**src/rtl/rdma_pkg.sv**
```systemverilog
package rdma_pkg;
  typedef enum logic [1:0] {AM_FIXED = 2'd0, AM_INC = 2'd1, AM_OFS = 2'd2} amode_e;

  typedef enum logic [2:0] {
    RA_SRC = 3'd0, RA_DST = 3'd1, RA_OFS = 3'd2, RA_RPT = 3'd3,
    RA_MODE = 3'd4, RA_CTRL = 3'd5, RA_STAT = 3'd6
  } reg_addr_e;

  typedef struct packed {
    logic       irq_en;
    logic       area_src;
    logic [1:0] size;
    logic [1:0] dst_mode;
    logic [1:0] src_mode;
  } mode_t;

  typedef enum logic [1:0] {XS_IDLE, XS_RD, XS_WR} xstate_e;

  function automatic logic [2:0] size_bytes(logic [1:0] s);
    case (s)
      2'd0:    return 3'd1;
      2'd1:    return 3'd2;
      default: return 3'd4;
    endcase
  endfunction
endpackage

```
**src/rtl/rdma_addr_gen.sv**
```systemverilog
module rdma_addr_gen
  import rdma_pkg::*;
#(
  parameter int ADDR_W = 32
) (
  input  logic                     clk_i,
  input  logic                     rst_ni,
  input  logic                     load_i,
  input  logic [ADDR_W-1:0]        load_val_i,
  input  logic                     step_i,
  input  logic                     restore_i,
  input  logic [1:0]               mode_i,
  input  logic [1:0]               size_i,
  input  logic signed [ADDR_W-1:0] ofs_i,
  output logic [ADDR_W-1:0]        addr_o
);
  logic [ADDR_W-1:0] addr_q, start_q, step_amt;

  always_comb begin
    case (amode_e'(mode_i))
      AM_INC:  step_amt = ADDR_W'(size_bytes(size_i));
      AM_OFS:  step_amt = ofs_i;
      default: step_amt = '0;
    endcase
  end

  // software load beats block restore, which beats the running step
  always_ff @(posedge clk_i or negedge rst_ni) begin
    if (!rst_ni) begin
      addr_q  <= '0;
      start_q <= '0;
    end else if (load_i) begin
      addr_q  <= load_val_i;
      start_q <= load_val_i;
    end else if (restore_i) begin
      addr_q  <= start_q;
    end else if (step_i) begin
      addr_q  <= addr_q + step_amt;
    end
  end

  assign addr_o = addr_q;
endmodule

```
**src/rtl/rdma_xfer_fsm.sv**
```systemverilog
module rdma_xfer_fsm
  import rdma_pkg::*;
#(
  parameter int DATA_W = 32,
  parameter int CNT_W  = 16
) (
  input  logic              clk_i,
  input  logic              rst_ni,
  input  logic              en_i,
  input  logic [CNT_W-1:0]  rpt_i,
  input  logic              cnt_clr_i,
  input  logic              mem_ready_i,
  input  logic [DATA_W-1:0] mem_rdata_i,
  output logic              rd_o,
  output logic              wr_o,
  output logic [DATA_W-1:0] data_o,
  output logic              step_o,
  output logic              blk_end_o
);
  xstate_e           state_q;
  logic [CNT_W-1:0]  cnt_q, rpt_eff;
  logic [DATA_W-1:0] data_q;
  logic              last;

  assign rpt_eff   = (rpt_i == '0) ? CNT_W'(1) : rpt_i;
  assign last      = ({1'b0, cnt_q} + 1'b1) >= {1'b0, rpt_eff};
  assign rd_o      = (state_q == XS_RD);
  assign wr_o      = (state_q == XS_WR);
  assign step_o    = wr_o && mem_ready_i;
  assign blk_end_o = step_o && last;
  assign data_o    = data_q;

  always_ff @(posedge clk_i or negedge rst_ni) begin
    if (!rst_ni) begin
      state_q <= XS_IDLE;
      data_q  <= '0;
    end else begin
      case (state_q)
        XS_IDLE: if (en_i) state_q <= XS_RD;
        XS_RD: if (mem_ready_i) begin
          data_q  <= mem_rdata_i;
          state_q <= XS_WR;
        end
        XS_WR: if (mem_ready_i) state_q <= XS_IDLE;
        default: state_q <= XS_IDLE;
      endcase
    end
  end

  always_ff @(posedge clk_i or negedge rst_ni) begin
    if (!rst_ni)        cnt_q <= '0;
    else if (cnt_clr_i) cnt_q <= '0;
    else if (blk_end_o) cnt_q <= '0;
    else if (step_o)    cnt_q <= cnt_q + 1'b1;
  end

  a_r2_rd_before_wr: assert property (@(posedge clk_i) disable iff (!rst_ni)
    $rose(wr_o) |-> $past(rd_o && mem_ready_i));
  a_r7_cnt_in_block: assert property (@(posedge clk_i) disable iff (!rst_ni)
    cnt_q < rpt_eff);
endmodule

```
**src/rtl/rdma_regs.sv**
```systemverilog
module rdma_regs
  import rdma_pkg::*;
#(
  parameter int ADDR_W = 32,
  parameter int CNT_W  = 16
) (
  input  logic                     clk_i,
  input  logic                     rst_ni,
  input  logic                     reg_we_i,
  input  logic [2:0]               reg_addr_i,
  input  logic [ADDR_W-1:0]        reg_wdata_i,
  input  logic                     blk_end_i,
  input  logic [ADDR_W-1:0]        src_addr_i,
  input  logic [ADDR_W-1:0]        dst_addr_i,
  output logic                     src_wr_o,
  output logic                     dst_wr_o,
  output logic                     rpt_wr_o,
  output logic signed [ADDR_W-1:0] ofs_o,
  output logic [CNT_W-1:0]         rpt_o,
  output mode_t                    mode_o,
  output logic                     en_o,
  output logic                     irq_o,
  output logic [ADDR_W-1:0]        reg_rdata_o
);
  logic [ADDR_W-1:0] ofs_q;
  logic [CNT_W-1:0]  rpt_q;
  mode_t             mode_q;
  logic              en_q, irq_q;
  logic              ofs_wr, mode_wr, ctrl_wr, stat_wr;

  assign src_wr_o = reg_we_i && (reg_addr_i == RA_SRC);
  assign dst_wr_o = reg_we_i && (reg_addr_i == RA_DST);
  assign rpt_wr_o = reg_we_i && (reg_addr_i == RA_RPT);
  assign ofs_wr   = reg_we_i && (reg_addr_i == RA_OFS);
  assign mode_wr  = reg_we_i && (reg_addr_i == RA_MODE);
  assign ctrl_wr  = reg_we_i && (reg_addr_i == RA_CTRL);
  assign stat_wr  = reg_we_i && (reg_addr_i == RA_STAT);

  always_ff @(posedge clk_i or negedge rst_ni) begin
    if (!rst_ni) begin
      ofs_q  <= '0;
      rpt_q  <= '0;
      mode_q <= '0;
    end else begin
      if (ofs_wr)   ofs_q  <= reg_wdata_i;
      if (rpt_wr_o) rpt_q  <= reg_wdata_i[CNT_W-1:0];
      if (mode_wr)  mode_q <= mode_t'(reg_wdata_i[7:0]);
    end
  end

  // block end wins over a same-cycle software write
  always_ff @(posedge clk_i or negedge rst_ni) begin
    if (!rst_ni) begin
      en_q  <= 1'b0;
      irq_q <= 1'b0;
    end else begin
      if (blk_end_i)    en_q <= 1'b0;
      else if (ctrl_wr) en_q <= reg_wdata_i[0];
      if (blk_end_i && mode_q.irq_en)   irq_q <= 1'b1;
      else if (stat_wr && reg_wdata_i[0]) irq_q <= 1'b0;
    end
  end

  always_comb begin
    case (reg_addr_i)
      RA_SRC:  reg_rdata_o = src_addr_i;
      RA_DST:  reg_rdata_o = dst_addr_i;
      RA_OFS:  reg_rdata_o = ofs_q;
      RA_RPT:  reg_rdata_o = ADDR_W'(rpt_q);
      RA_MODE: reg_rdata_o = ADDR_W'(mode_q);
      RA_CTRL: reg_rdata_o = ADDR_W'(en_q);
      RA_STAT: reg_rdata_o = ADDR_W'(irq_q);
      default: reg_rdata_o = '0;
    endcase
  end

  assign ofs_o  = ofs_q;
  assign rpt_o  = rpt_q;
  assign mode_o = mode_q;
  assign en_o   = en_q;
  assign irq_o  = irq_q;
endmodule

```
**src/rtl/rdma_chan.sv**
```systemverilog
module rdma_chan
  import rdma_pkg::*;
#(
  parameter int ADDR_W = 32,
  parameter int DATA_W = 32,
  parameter int CNT_W  = 16
) (
  input  logic              clk_i,
  input  logic              rst_ni,
  input  logic              reg_we_i,
  input  logic [2:0]        reg_addr_i,
  input  logic [ADDR_W-1:0] reg_wdata_i,
  output logic [ADDR_W-1:0] reg_rdata_o,
  output logic              irq_o,
  output logic              mem_valid_o,
  output logic              mem_we_o,
  output logic [ADDR_W-1:0] mem_addr_o,
  output logic [1:0]        mem_size_o,
  output logic [DATA_W-1:0] mem_wdata_o,
  input  logic [DATA_W-1:0] mem_rdata_i,
  input  logic              mem_ready_i
);
  logic                     src_wr, dst_wr, rpt_wr, en, step, blk_end, rd, wr;
  logic signed [ADDR_W-1:0] ofs;
  logic [CNT_W-1:0]         rpt;
  mode_t                    mode;
  logic [ADDR_W-1:0]        src_addr, dst_addr;

  rdma_regs #(.ADDR_W(ADDR_W), .CNT_W(CNT_W)) regs_i (
    .clk_i, .rst_ni, .reg_we_i, .reg_addr_i, .reg_wdata_i,
    .blk_end_i(blk_end), .src_addr_i(src_addr), .dst_addr_i(dst_addr),
    .src_wr_o(src_wr), .dst_wr_o(dst_wr), .rpt_wr_o(rpt_wr),
    .ofs_o(ofs), .rpt_o(rpt), .mode_o(mode), .en_o(en), .irq_o(irq_o),
    .reg_rdata_o(reg_rdata_o)
  );

  rdma_xfer_fsm #(.DATA_W(DATA_W), .CNT_W(CNT_W)) fsm_i (
    .clk_i, .rst_ni, .en_i(en), .rpt_i(rpt), .cnt_clr_i(rpt_wr),
    .mem_ready_i, .mem_rdata_i, .rd_o(rd), .wr_o(wr), .data_o(mem_wdata_o),
    .step_o(step), .blk_end_o(blk_end)
  );

  rdma_addr_gen #(.ADDR_W(ADDR_W)) src_gen_i (
    .clk_i, .rst_ni, .load_i(src_wr), .load_val_i(reg_wdata_i), .step_i(step),
    .restore_i(blk_end && mode.area_src), .mode_i(mode.src_mode),
    .size_i(mode.size), .ofs_i(ofs), .addr_o(src_addr)
  );

  rdma_addr_gen #(.ADDR_W(ADDR_W)) dst_gen_i (
    .clk_i, .rst_ni, .load_i(dst_wr), .load_val_i(reg_wdata_i), .step_i(step),
    .restore_i(blk_end && !mode.area_src), .mode_i(mode.dst_mode),
    .size_i(mode.size), .ofs_i(ofs), .addr_o(dst_addr)
  );

  assign mem_valid_o = rd || wr;
  assign mem_we_o    = wr;
  assign mem_addr_o  = wr ? dst_addr : src_addr;
  assign mem_size_o  = mode.size;

  a_r2_hold_req: assert property (@(posedge clk_i) disable iff (!rst_ni)
    mem_valid_o && !mem_ready_i |=> mem_valid_o && $stable(mem_addr_o) && $stable(mem_we_o));
  a_r3_start_needs_en: assert property (@(posedge clk_i) disable iff (!rst_ni)
    $rose(mem_valid_o) |-> $past(en));
  a_r9_end_stops: assert property (@(posedge clk_i) disable iff (!rst_ni)
    blk_end |=> !en);
  a_r10_irq_cause: assert property (@(posedge clk_i) disable iff (!rst_ni)
    $rose(irq_o) |-> $past(blk_end));
endmodule

```
**config.mk**
```make
export PLATFORM = sky130hd
export DESIGN_NAME = rdma_chan
export DESIGN_NICKNAME = d
export VERILOG_FILES = /design/src/rtl/rdma_pkg.sv /design/src/rtl/rdma_addr_gen.sv /design/src/rtl/rdma_xfer_fsm.sv /design/src/rtl/rdma_regs.sv /design/src/rtl/rdma_chan.sv
export SDC_FILE = /design/constraint.sdc
export NUM_CORES = 1
export LEC_CHECK = 0
export BUFFER_PORTS_ARGS = -buffer_cell sky130_fd_sc_hd__buf_2
export CORE_ASPECT_RATIO = 1.5
export CORE_UTILIZATION = 51
export CTS_CLUSTER_SIZE = 12
export DETAILED_ROUTE_END_ITERATION = 8
export GPL_TIMING_DRIVEN = 0
export MAX_ROUTING_LAYER = met4
export PLACE_DENSITY = 0.8
export SKIP_LAST_GASP = 1
export SLEW_MARGIN = 20
export SYNTH_ARGS = -nofsm -noshare
export SYNTH_HDL_FRONTEND = slang
export SYNTH_SLANG_ARGS = --single-unit
```
**constraint.sdc**
```tcl
create_clock -name clk_i -period 4.74 [get_ports clk_i]
set_input_delay 1.185 -clock clk_i [delete_from_list [all_inputs] [get_ports clk_i]]
set_output_delay 1.185 -clock clk_i [all_outputs]
set_load 0.05 [all_outputs]
```
* Word-level counts from Yosys, hierarchy flattened *
Cells that the tools add are included.

operators by class
  $add $sub $neg = 4
  order comparisons = 1
  equal/unequal tests = 16
  multiplexer cells = 23
  reductions and logical operators = 26

operator list
  cell                     count
  $mux W32                 7
  $pmux W32 S7             1
  $pmux W32 S2             2
  $add A32 B32 Y32         2
  $mux W16                 4
  $add A16 B1 Y17 const B  1
  $ge A17 B16 Y1           1
  $add A16 B1 Y16 const B  1
  $logic_not A16 Y1        1
  $logic_and A1 B1 Y1      13
  $eq A3 B3 Y1 const B     3
  $reduce_bool A3 Y1       3
  $eq A2 B1 Y1 const B     4
  $eq A2 B2 Y1 const B     3
  $eq A3 B2 Y1 const B     2
  $mux W2                  3
  $ne A2 B2 Y1 const B     3
  $pmux W2 S3              1
  $pmux W3 S2              1
  $logic_not A2 Y1         2
  $mux W1                  4
  $reduce_bool A2 Y1       2
  $eq A3 B1 Y1 const B     1
  $logic_not A3 Y1         1
  other kinds (4)          4

storage, ports and cells
  bits in registers = 236
  input bits = 71

* Longest topological paths before layout *
Gate-level depths: netlist of the first run.

  depth in word-level cells = 7
  mapped depth = 18
  depth with buffers taken out = 17

* By module *
A second synthesis of the first run with hierarchy kept.

unflattened totals
  cells, all modules = 1786
  area, all modules = 16543.4 um^2

by module, submodules not included
  module         instances  cells an instance  area each (um^2)  sequential area each (um^2)
  rdma_addr_gen  2          613                4958.5            1601.5
  rdma_regs      1          269                3285.7            1451.4
  rdma_xfer_fsm  1          252                2781.4            1251.2
  rdma_chan      1          39                 559.3             0.0

* Worst setup path after synthesis of the first run *
Ideal clock, no wire load.

  path type = input to output
  from = input port reg_addr_i[0]
  to = output port reg_rdata_o[4]
  data arrival time = 3.213 ns
  data required time = 3.555 ns
  setup slack = 0.342 ns
  stages on the path = 6
  path buffers = 3
  cells stage by stage = buf_1 nor2b_1 buf_2 clkbuf_1 a22oi_1 o221ai_1

on the way
  longest elaborated chain between the ends = 2
  elaborated cells between the ends (all ways) = 8

ends and longest elaborated chain
  element                               line             RTL
  start, declared                       rdma_chan.sv:11  input logic [2:0] reg_addr_i,
  $eq A3 B3 Y1 (tied with other cells)  rdma_regs.sv:65  case (reg_addr_i)
  $pmux W32 S7 (*)                      rdma_regs.sv:65
  end, declared                         rdma_chan.sv:13  output logic [ADDR_W-1:0] reg_rdata_o,

Mark *: on every way between the ends. The rest lies on a longest branch, timed or not.

* Worst setup path after layout of the first run *
  from = input port reg_addr_i[1]
  to = output port reg_rdata_o[0]

The elaborated chain is that of the path after synthesis.

==> results.yml, run 1 <==
outcome:
  status: "finished, final reports clean"
floorplan:
  fp.dieArea_mm2: 0.0311
  design.core.area_mm2: 0.0297
  fp.dieW_um: 144
  num_rows: 77
  start_util_pct: 52.2
  die_y_um: 215
  ios: 172
sta:
  max_freq_mhz: 215
  worstMarginPinSlew_ns: 0.975
  period_share_pct: 97.9
  finalMaxSlewViolations: 0
  max_slew_margin_pct: 35.0
  fin_crit_ns: 4.64
  final.setup_skew_ns: 0.0184
  hold_viol_final: 0
  rsz0062_at_grt: "false"
  hold_slack_ns: 0.474
  setup_violations: 0
synth:
  syn_area_per_cell_um2: 9.15
  synthCells: 1694
  ys_types: 75
  synth_edf_count: 0
  yosys_warnings: 0
  yosysSeqAreaShare_pct: 38.1
  yosys.area.top_type: "dfrtp_1"
  synth.top_cell.area_share_pct: 38.1
  syn_nets: 1855
  async_reset_ff_share_pct: 100
  synth_ff_type: "dfrtp_1"
  synthesis.area_mm2: 0.0155
  synth-seq-cells: 236
  yosys-top-cells-area: "dfrtp_1 (38%), mux2_2 (9.8%), ha_1 (7.1%)"
critical_path:
  cp.arrival_ns: 3.46
  crit_slowest_cell: "buf_1"
  worst_setup_path_start_kind: "input port"
  crit_path_max_incr_delay_ns: 0.69
  critPathLaunch: "reg_addr_i[1]"
  cp_max_fo: 10
  cp_top_family: "buffers and inverters"
  worstSetupPathType: "in2out"
  crit_buf_inv: 4
  crit_top_cell: "buf_2"
  r2r-start: "regs_i.mode_o[2]"
  rrSetupSlack_ns: 0.33
  endpoint_kind: "output pin"
  crit_path_cell_trace: "buf_2, clkbuf_1, buf_1, mux4_2, nor2_1, a21oi_1, buf_2"
  worstPathRequired_ns: 3.56
  reg2reg_depth: 17
  r2r-end: "dst_gen_i.addr_o[28]"
power:
  total_power_mw: 11.4
  ir_worst_vdd_v: 0.000661
  leakage_nw: 8.29
  powerDensity_mw_per_mm2: 642
clock_tree:
  clock-root-buffer: "clkbuf_16"
  cts_sinks: 236
  cts_inserted_buffers: 26
  cts_tree: "done"
  cts_max_path_buffers: 3
  path_clk_slew_ns: 0.06
  cts_setup_buffers: 0
  htree_levels: 1
  clkLatencyLatePin_ns: 0.55
cells_and_area:
  final_layout_size_suffix_gt1_share_pct: 20.3
  area_growth_pct: 14.6
  nNetsFinal: 2054
  final_cell_count_no_fill: 2304
  final_area_mm2: 0.0178
  postLayoutCoreUtil_pct: 59.8
placed_design:
  placed_cells_incl_taps: 2261
  portBuffers: 170
  placed_area_mm2: 0.0169
  dp_hpwl_mm: 40.9
  place_congestion: 1.04
route:
  drt_iter0_drc: 1146
  via_per_inst: 6.36
  wirelength_mm: 53.7
  post_drt_wl_per_cell_um: 23.3
  dr.pass1.iters: 6
  drcViolationCount: 0
  via_count: 14600
  antenna_left: 0
run:
  maxCapViolCount: 0
grt:
  grt_pass1_wl_mm: 81.5
  grt_pass1_vias: 14500
  grt_max_degree: 101
  grt_use_total_pct: 36.0
  antenna_found_initial: 1
  grt_overflow: 0
worst_hold_path:
  min_path_type: "reg2reg"
  hold_start: "dst_gen_i.start_q[29]"
  holdPathEnd: "dst_gen_i.start_q[29]"
  holdPathStages: 2
layer usage:
| metal | vias up | wire length (um) | share of wire [%] | track usage, % |
|---|---|---|---|---|
| li1 | 6436 | - | - | - |
| met4 | 0 | 5100 | 9.5 | 27.7 |
| met2 | 909 | 24700 | 46 | 56.2 |
| met5 | - | 0 | 0 | - |
| met3 | 280 | 5250 | 9.8 | 7.03 |
| met1 | 7019 | 18700 | 35 | 40.0 |
cells in the mapped netlist (all sizes together) (24+ instances only):
library cell  count
buf              34
mux2i            33
o21ai           115
a21oi           100
ha               88
nor2b            28
clkbuf           57
a21o             30
dfrtp           236
nor2            134
inv              40
mux2            135
a211oi           24
nand2           239
and2             68
nand3            27
xnor2            29
a31oi            26
layout by cell type (no fill, tap or decap), types with 27 or more instances in the layout:
cell       Yosys  layout
a21o_1        30      30
a21oi_1      100     100
and2_1        67      67
buf_2          9     178
clkbuf_1      57      60
clkbuf_16      0      27
dfrtp_1      236     236
ha_1          88      88
inv_1         40      40
mux2_2       135     135
mux2i_1       33      33
nand2_1      239     239
nand3_1       27      27
nor2_1       133     133
nor2b_1       28      28
o21ai_0      103     103
xnor2_1       29      29
stage by stage:
| step | setup slack, ns | TNS [ns] |
|---|---|---|
| detailed placement | -0.0170 | -0.0209 |
| global placement | -1.64 | -379.04 |
| floorplan | 0.342 | 0 |
| finish | 0.0981 | 0 |
| global route | 0.0432 | 0 |
| CTS | 0.128 | 0 |
where the power goes:
group	internal, mW	total, mW	leakage, nW	switching [mW]
clock network	1.19	2.04	0.414	0.846
registers	2.66	3.42	2.86	0.759
logic	2.02	5.94	5.02	3.92
total	5.88	11.4	8.29	5.52
state kept, by name, indices dropped and copies added (netlist names), 2 cells and up:
signal / count
dst_gen_i.addr_o: 32
dst_gen_i.start_q: 32
fsm_i.cnt_q: 16
fsm_i.data_o: 32
fsm_i.state_q: 2
regs_i.mode_o: 8
regs_i.ofs_o: 32
regs_i.rpt_o: 16
src_gen_i.addr_o: 32
src_gen_i.start_q: 32
cell families (layout without fill, tap and decap cells):
kind of cell / Yosys count / count (layout) / synth area share (%)
AND/OR/NAND/NOR: 607 / 607 / 18.3
AO/OA/AOI/OAI: 403 / 403 / 16.7
flip-flops: 236 / 236 / 38.1
multiplexers: 177 / 177 / 13.3
buffers and inverters: 131 / 345 / 3.46
adder cells (fa/ha/maj): 90 / 90 / 7.37
XOR/XNOR: 50 / 50 / 2.83
other: 0 / 1 / 0
repair_timing:
item	4_1_cts	5_1_grt
hold endpoints to repair	0	0
endpoints found under the setup margin	3	5
hold buffers	0	0
gates resized for setup	0	4
layout make-up:
| cell class | count | area (um^2) |
|---|---|---|
| Antenna cell | 1 | 2.50 |
| Buffer | 90 | 384 |
| Clock buffer | 38 | 787 |
| Clock inverter | 5 | 56.3 |
| Fill cell | 2586 | 11900 |
| Inverter | 40 | 150 |
| Multi-Input combinational cell | 1327 | 9060 |
| Sequential cell | 236 | 5910 |
| Tap cell | 395 | 494 |
| Timing Repair Buffer | 172 | 916 |
how the worst max path moves through the flow:
| stage | cells past startpoint | to | slack, ns |
|---|---|---|---|
| after floorplan | 6 | reg_rdata_o[4] | 0.34 |
| after global placement | 1 | fsm_i.data_o[18] | -1.64 |
| after detailed placement | 8 | reg_rdata_o[4] | -0.02 |
| after CTS | 17 | dst_gen_i.addr_o[28] | 0.13 |
| after global routing | 17 | dst_gen_i.addr_o[28] | 0.04 |
| final | 7 | reg_rdata_o[0] | 0.1 |
worst reg2reg max path: stages (launching register included):
cell and delay [ns]:
dfrtp_1 0.40, inv_1 0.10, ha_1 0.45, clkbuf_2 0.31
a21oi_1 0.09, nor2_1 0.19, ha_1 0.31, inv_1 0.08
fa_1 0.37, nor2b_1 0.16, o21a_1 0.18, o21ai_0 0.14
a211oi_2 0.36, o2111ai_1 0.20, a211oi_1 0.36, nor2_1 0.10
xor2_1 0.26, o221ai_1 0.19
Power figures use the tool's default switching activity.
==> run 2, diff against run 1 <==
--- a/config.mk
+++ b/config.mk
@@ -12,7 +12,7 @@
 export DETAILED_ROUTE_END_ITERATION = 8
 export GPL_TIMING_DRIVEN = 0
 export MAX_ROUTING_LAYER = met4
-export PLACE_DENSITY = 0.8
+export PLACE_DENSITY = 0.71
 export SKIP_LAST_GASP = 1
 export SLEW_MARGIN = 20
 export SYNTH_ARGS = -nofsm -noshare
==> run 2 against run 1 <==
  * Count of clock-buffer cells in the layout shrank 1
  * Maximum frequency shrank 1.2%
  * Register-to-register slack lost 0.08 ns
  * Sequential cell count is the same
  * Critical path type unchanged
  * Critical endpoint unchanged
  * Highest routed layer unchanged
==> results.yml, run 2 (same netlist as run 1, synthesis figures left out) <==
outcome:
  status: "finished, final reports clean"
run:
  maxCapViolCount: 0
power:
  ir_worst_vdd_v: 0.000578
  total_power_mw: 11.3
  powerDensity_mw_per_mm2: 639
  leakage_nw: 8.29
grt:
  grt_overflow: 0
  grt_max_degree: 90
  antenna_found_initial: 0
  grt_pass1_vias: 14500
  grt_use_total_pct: 36.5
  grt_pass1_wl_mm: 82.1
cells_and_area:
  final-seq-area_mm2: 0.00591
  nNetsFinal: 2054
  n_antenna_cell: 0
  multiInputGateArea_mm2: 0.00905
  final_area_mm2: 0.0177
  final_cell_mix: "nand2_1 (239), dfrtp_1 (236), buf_2 (178)"
  final_layout_size_suffix_gt1_share_pct: 20.2
  fill_cells: 2698
  final_common_cell: "nand2_1"
  area_growth_pct: 14.5
sta:
  fin_crit_ns: 4.70
  worst_slack_ns: 0.0416
  final.setup_skew_ns: 0.0118
  hold_slack_ns: 0.470
  rsz0062_at_grt: "false"
  setup_violations: 0
  hold_viol_final: 0
  max_freq_mhz: 213
  period_share_pct: 99.1
  finalMaxSlewViolations: 0
  worstMarginPinSlew_ns: 1.04
  max_slew_margin_pct: 30.9
route:
  via_per_inst: 6.21
  via_count: 14300
  post_drt_wl_per_cell_um: 23.6
  wirelength_mm: 54.4
  drt_iter0_drc: 1131
  dr.pass1.iters: 8
  drcViolationCount: 0
  antenna_left: 0
clock_tree:
  cts_inserted_buffers: 26
  cts_setup_buffers: 0
  cts_hold_buf: 0
  cts_resized: 0
  cts_tree: "done"
  clkLatencyLatePin_ns: 0.55
  cts_max_path_buffers: 3
  clock-root-buffer: "clkbuf_16"
  htree_levels: 1
  path_clk_slew_ns: 0.06
  cts_sinks: 236
floorplan:
  start_util_pct: 52.2
  design.core.area_mm2: 0.0297
  fp.dieW_um: 144
  ios: 172
  fp.dieArea_mm2: 0.0311
  num_rows: 77
  die_y_um: 215
critical_path:
  endpoint_kind: "output pin"
  crit_path_max_incr_delay_ns: 0.77
  crit_top_cell: "buf_2"
  crit_path_cell_trace: "buf_2, clkbuf_1, buf_1, mux4_2, nor2_1, a21oi_1, buf_2"
  worstSetupPathType: "in2out"
  worst_setup_path_start_kind: "input port"
  crit_buf_inv: 4
  worstPathRequired_ns: 3.56
  cp.arrival_ns: 3.51
  cp_max_fo: 10
  crit_slowest_cell: "buf_1"
  cp_top_family: "buffers and inverters"
worst_hold_path:
  min_path_type: "reg2reg"
placed_design:
  place_congestion: 1.03
  portBuffers: 170
  dp_hpwl_mm: 41.8
  dp_slack_ns: 0.0110
  placed_area_mm2: 0.0169
[run 2: metrics by stage]
stage | TNS (ns) | std cells | utilization [%]
2_1_floorplan | 0 | 1694 | -
3_3_place_gp | -406.71 | 2259 | 56.7
3_5_place_dp | 0 | 2261 | 57.0
4_1_cts | 0 | 2305 | 59.8
5_1_grt | 0 | 2304 | 59.8
6_report | 0 | 2304 | 59.8
[run 2: where the power goes]
part | switching (mW) | internal [mW]
sequential | 0.773 | 2.66
combinational | 3.86 | 2.02
clock | 0.849 | 1.18
[run 2: path summary, 6_finish.rpt]
path,startpoint,endpoint,slack (ns),depth (start not counted)
max,reg_addr_i[1],reg_rdata_o[0],0.04,7
min reg2reg,dst_gen_i.start_q[29],dst_gen_i.start_q[29],0.47,2
max reg2reg,fsm_i.cnt_q[2],dst_gen_i.addr_o[30],0.25,15
max in group asynchronous,rst_ni,fsm_i.data_o[14],3.27,2
min in group asynchronous,rst_ni,dst_gen_i.addr_o[29],0.57,1
min,dst_gen_i.start_q[29],dst_gen_i.start_q[29],0.47,2
[run 2: area by class of cell]
type	count	area share (%)
Buffer	90	2.16
Clock buffer	37	4.36
Clock inverter	7	0.353
Inverter	40	0.846
Multi-Input combinational cell	1327	51.0
Sequential cell	236	33.3
Tap cell	395	2.79
Timing Repair Buffer	172	5.16
[run 2: worst reg2reg max path, delay by kind of cell, from the launching register on]
kind            cells  cell delay (ns)
simple gates        8             2.49
compound gates      5             1.09
flops               1             0.44
fa+ha+maj           1             0.31
xor+xnor            1             0.10
[run 2: per-layer routing]
metal | global-route usage, % | routed length, um | vias to the layer above
met5 | - | 0 | -
met3 | 4.84 | 4220 | 238
li1 | - | - | 6430
met4 | 26.7 | 4570 | 0
met2 | 58.6 | 26100 | 735
met1 | 41.2 | 19500 | 6915
==> run 3, diff against run 2 <==
--- a/config.mk
+++ b/config.mk
@@ -5,14 +5,14 @@
 export SDC_FILE = /design/constraint.sdc
 export NUM_CORES = 1
 export LEC_CHECK = 0
-export BUFFER_PORTS_ARGS = -buffer_cell sky130_fd_sc_hd__buf_2
 export CORE_ASPECT_RATIO = 1.5
 export CORE_UTILIZATION = 51
 export CTS_CLUSTER_SIZE = 12
 export DETAILED_ROUTE_END_ITERATION = 8
+export DONT_BUFFER_PORTS = 1
 export GPL_TIMING_DRIVEN = 0
 export MAX_ROUTING_LAYER = met4
-export PLACE_DENSITY = 0.71
+export PLACE_DENSITY = 0.67
 export SKIP_LAST_GASP = 1
 export SLEW_MARGIN = 20
 export SYNTH_ARGS = -nofsm -noshare
==> run 3 against run 2 <==
  * Sequential cell count is the same
  * Clock skew grew 0.0014 ns
  * Critical endpoint is now reg_rdata_o[8]
  * Via count shrank 5.9%
  * Core utilization shrank 2.8 points
  * Non-clock buffer count shrank 171
  * Largest cell class unchanged
  * Largest power group unchanged
  * Sequential share of layout area grew 1.6 points
  * Worst hold slack lost 0.15 ns
==> results.yml, run 3 (same netlist as run 1, synthesis figures left out) <==
outcome:
  status: "finished, final reports clean"
run:
  maxCapViolCount: 0
grt:
  grt_pass1_wl_mm: 81.0
  grt_pass1_vias: 13600
  antenna_found_initial: 0
  grt_max_degree: 237
  grt_use_total_pct: 36.3
  grt_overflow: 0
clock_tree:
  cts_inserted_buffers: 26
  cts_tree: "done"
  path_clk_slew_ns: 0.06
  cts_hold_buf: 0
  htree_levels: 1
  cts_max_path_buffers: 3
  cts_sinks: 236
  clkLatencyLatePin_ns: 0.56
  clock-root-buffer: "clkbuf_16"
sta:
  fin_crit_ns: 4.74
  setup_violations: 0
  worstMarginPinSlew_ns: 1.15
  hold_viol_final: 0
  hold_slack_ns: 0.320
  final.setup_skew_ns: 0.0132
  rsz0062_at_grt: "false"
  finalMaxSlewViolations: 0
  period_share_pct: 100
  max_slew_margin_pct: 23.2
  max_freq_mhz: 211
cells_and_area:
  multiInputGateArea_mm2: 0.00913
  area_growth_pct: 9.12
  final-seq-area_mm2: 0.00591
  final_common_cell: "nand2_1"
  fill_cells: 2768
  nNetsFinal: 1883
  n_antenna_cell: 0
  final_layout_size_suffix_gt1_share_pct: 13.2
  final_cell_count_no_fill: 2132
  final_cell_mix: "nand2_1 (239), dfrtp_1 (236), mux2_2 (135)"
  postLayoutCoreUtil_pct: 57.0
  final_area_mm2: 0.0169
placed_design:
  placed_cells_incl_taps: 2089
  portBuffers: 0
  dp_hpwl_mm: 41.0
  placed_area_mm2: 0.0160
  place_congestion: 1.02
route:
  wirelength_mm: 54.0
  drcViolationCount: 0
  post_drt_wl_per_cell_um: 25.3
  via_count: 13500
  dr.pass1.iters: 5
  drt_iter0_drc: 980
  via_per_inst: 6.32
  antenna_left: 0
critical_path:
  cp.arrival_ns: 3.55
  critPathLaunch: "reg_addr_i[1]"
  r2r-end: "dst_gen_i.addr_o[30]"
  worstPathRequired_ns: 3.56
  r2r-start: "fsm_i.cnt_q[2]"
  cp_max_fo: 10
  endpoint_kind: "output pin"
  rrSetupSlack_ns: 0.23
  reg2reg_depth: 15
  worst_setup_path_start_kind: "input port"
  critPathCapture: "reg_rdata_o[8]"
  worstSetupPathType: "in2out"
floorplan:
  ios: 172
  die_y_um: 215
  fp.dieW_um: 144
  fp.dieArea_mm2: 0.0311
  num_rows: 77
  start_util_pct: 52.2
  design.core.area_mm2: 0.0297
power:
  leakage_nw: 7.57
  power.share.clock_pct: 19.0
  switching_share_pct: 48.8
  comb_power_share_pct: 45.0
  p_switching_mw: 5.35
  powerDensity_mw_per_mm2: 648
  ir_worst_vdd_v: 0.000443
  power_frac_seq_pct: 36.0
  internal-power_mw: 5.61
worst_hold_path:
  min_path_type: "in2async"
-- run 3: cell count changes in the layout (fill, tap and decap cells not counted), moves of 3 or more --
cell | previous run | this run
buf_2 | 178 | 9
clkbuf_1 | 61 | 58
nor2_1 | 133 | 128
o221ai_1 | 8 | 4
clkbuf_2 | 0 | 3
nor2_2 | 1 | 6
-- run 3: per-layer routing --
layer	track usage (%)	share of wire [%]
met4	25.7	8.3
met2	58.4	48
met5	-	0
met3	7.88	8.4
met1	39.4	36
-- run 3: worst min-delay path by stage --
stage	from	endpoint	slack (ns)	cells past startpoint
after global placement	dst_gen_i.start_q[29]	dst_gen_i.start_q[29]	0.45	2
final	rst_ni	dst_gen_i.addr_o[24]	0.32	0
after CTS	rst_ni	dst_gen_i.addr_o[24]	0.31	0
after global routing	rst_ni	dst_gen_i.addr_o[24]	0.31	0
after detailed placement	dst_gen_i.start_q[30]	dst_gen_i.start_q[30]	0.46	2
after floorplan	dst_gen_i.start_q[29]	dst_gen_i.start_q[29]	0.44	2
-- run 3: power groups by stage --
stage | sequential [mW] | combinational [mW] | clock [mW]
floorplan | 3.56 | 3.96 | 0
global placement | 3.94 | 4.75 | 0
detailed placement | 3.96 | 4.83 | 0
CTS | 3.92 | 4.86 | 2.09
global route | 3.99 | 5.33 | 2.16
finish | 3.95 | 4.93 | 2.08
-- run 3: final cells by class --
| class | count | share of cell area, % |
|---|---|---|
| sequential | 236 | 34.9 |
| clock buffer | 34 | 4.39 |
| clock inverter | 9 | 0.563 |
| tap | 395 | 2.92 |
| buffer | 91 | 2.31 |
| inverter | 40 | 0.888 |
| multi-input combinational | 1327 | 54.0 |
-- run 3: through the flow --
step | setup WS [ns] | power, mW | TNS (ns)
floorplan | 0.342 | 7.53 | 0
global placement | -0.338 | 8.69 | -1.41
detailed placement | -0.326 | 8.78 | -1.33
CTS | 0.000772 | 10.9 | 0
global route | 0.00292 | 11.5 | 0
finish | 0.00209 | 11.0 | 0
-- run 3: worst max-delay path, stage by stage --
cell and delay [ns]:
clkbuf_1 0.51, buf_1 0.71, mux4_2 0.35, nor2b_1 0.78
-- run 3: what timing repair did --
action / CTS / global route
setup buffers: 0 / 0
gates resized for setup: 8 / 14
endpoints found under the setup margin: 8 / 24
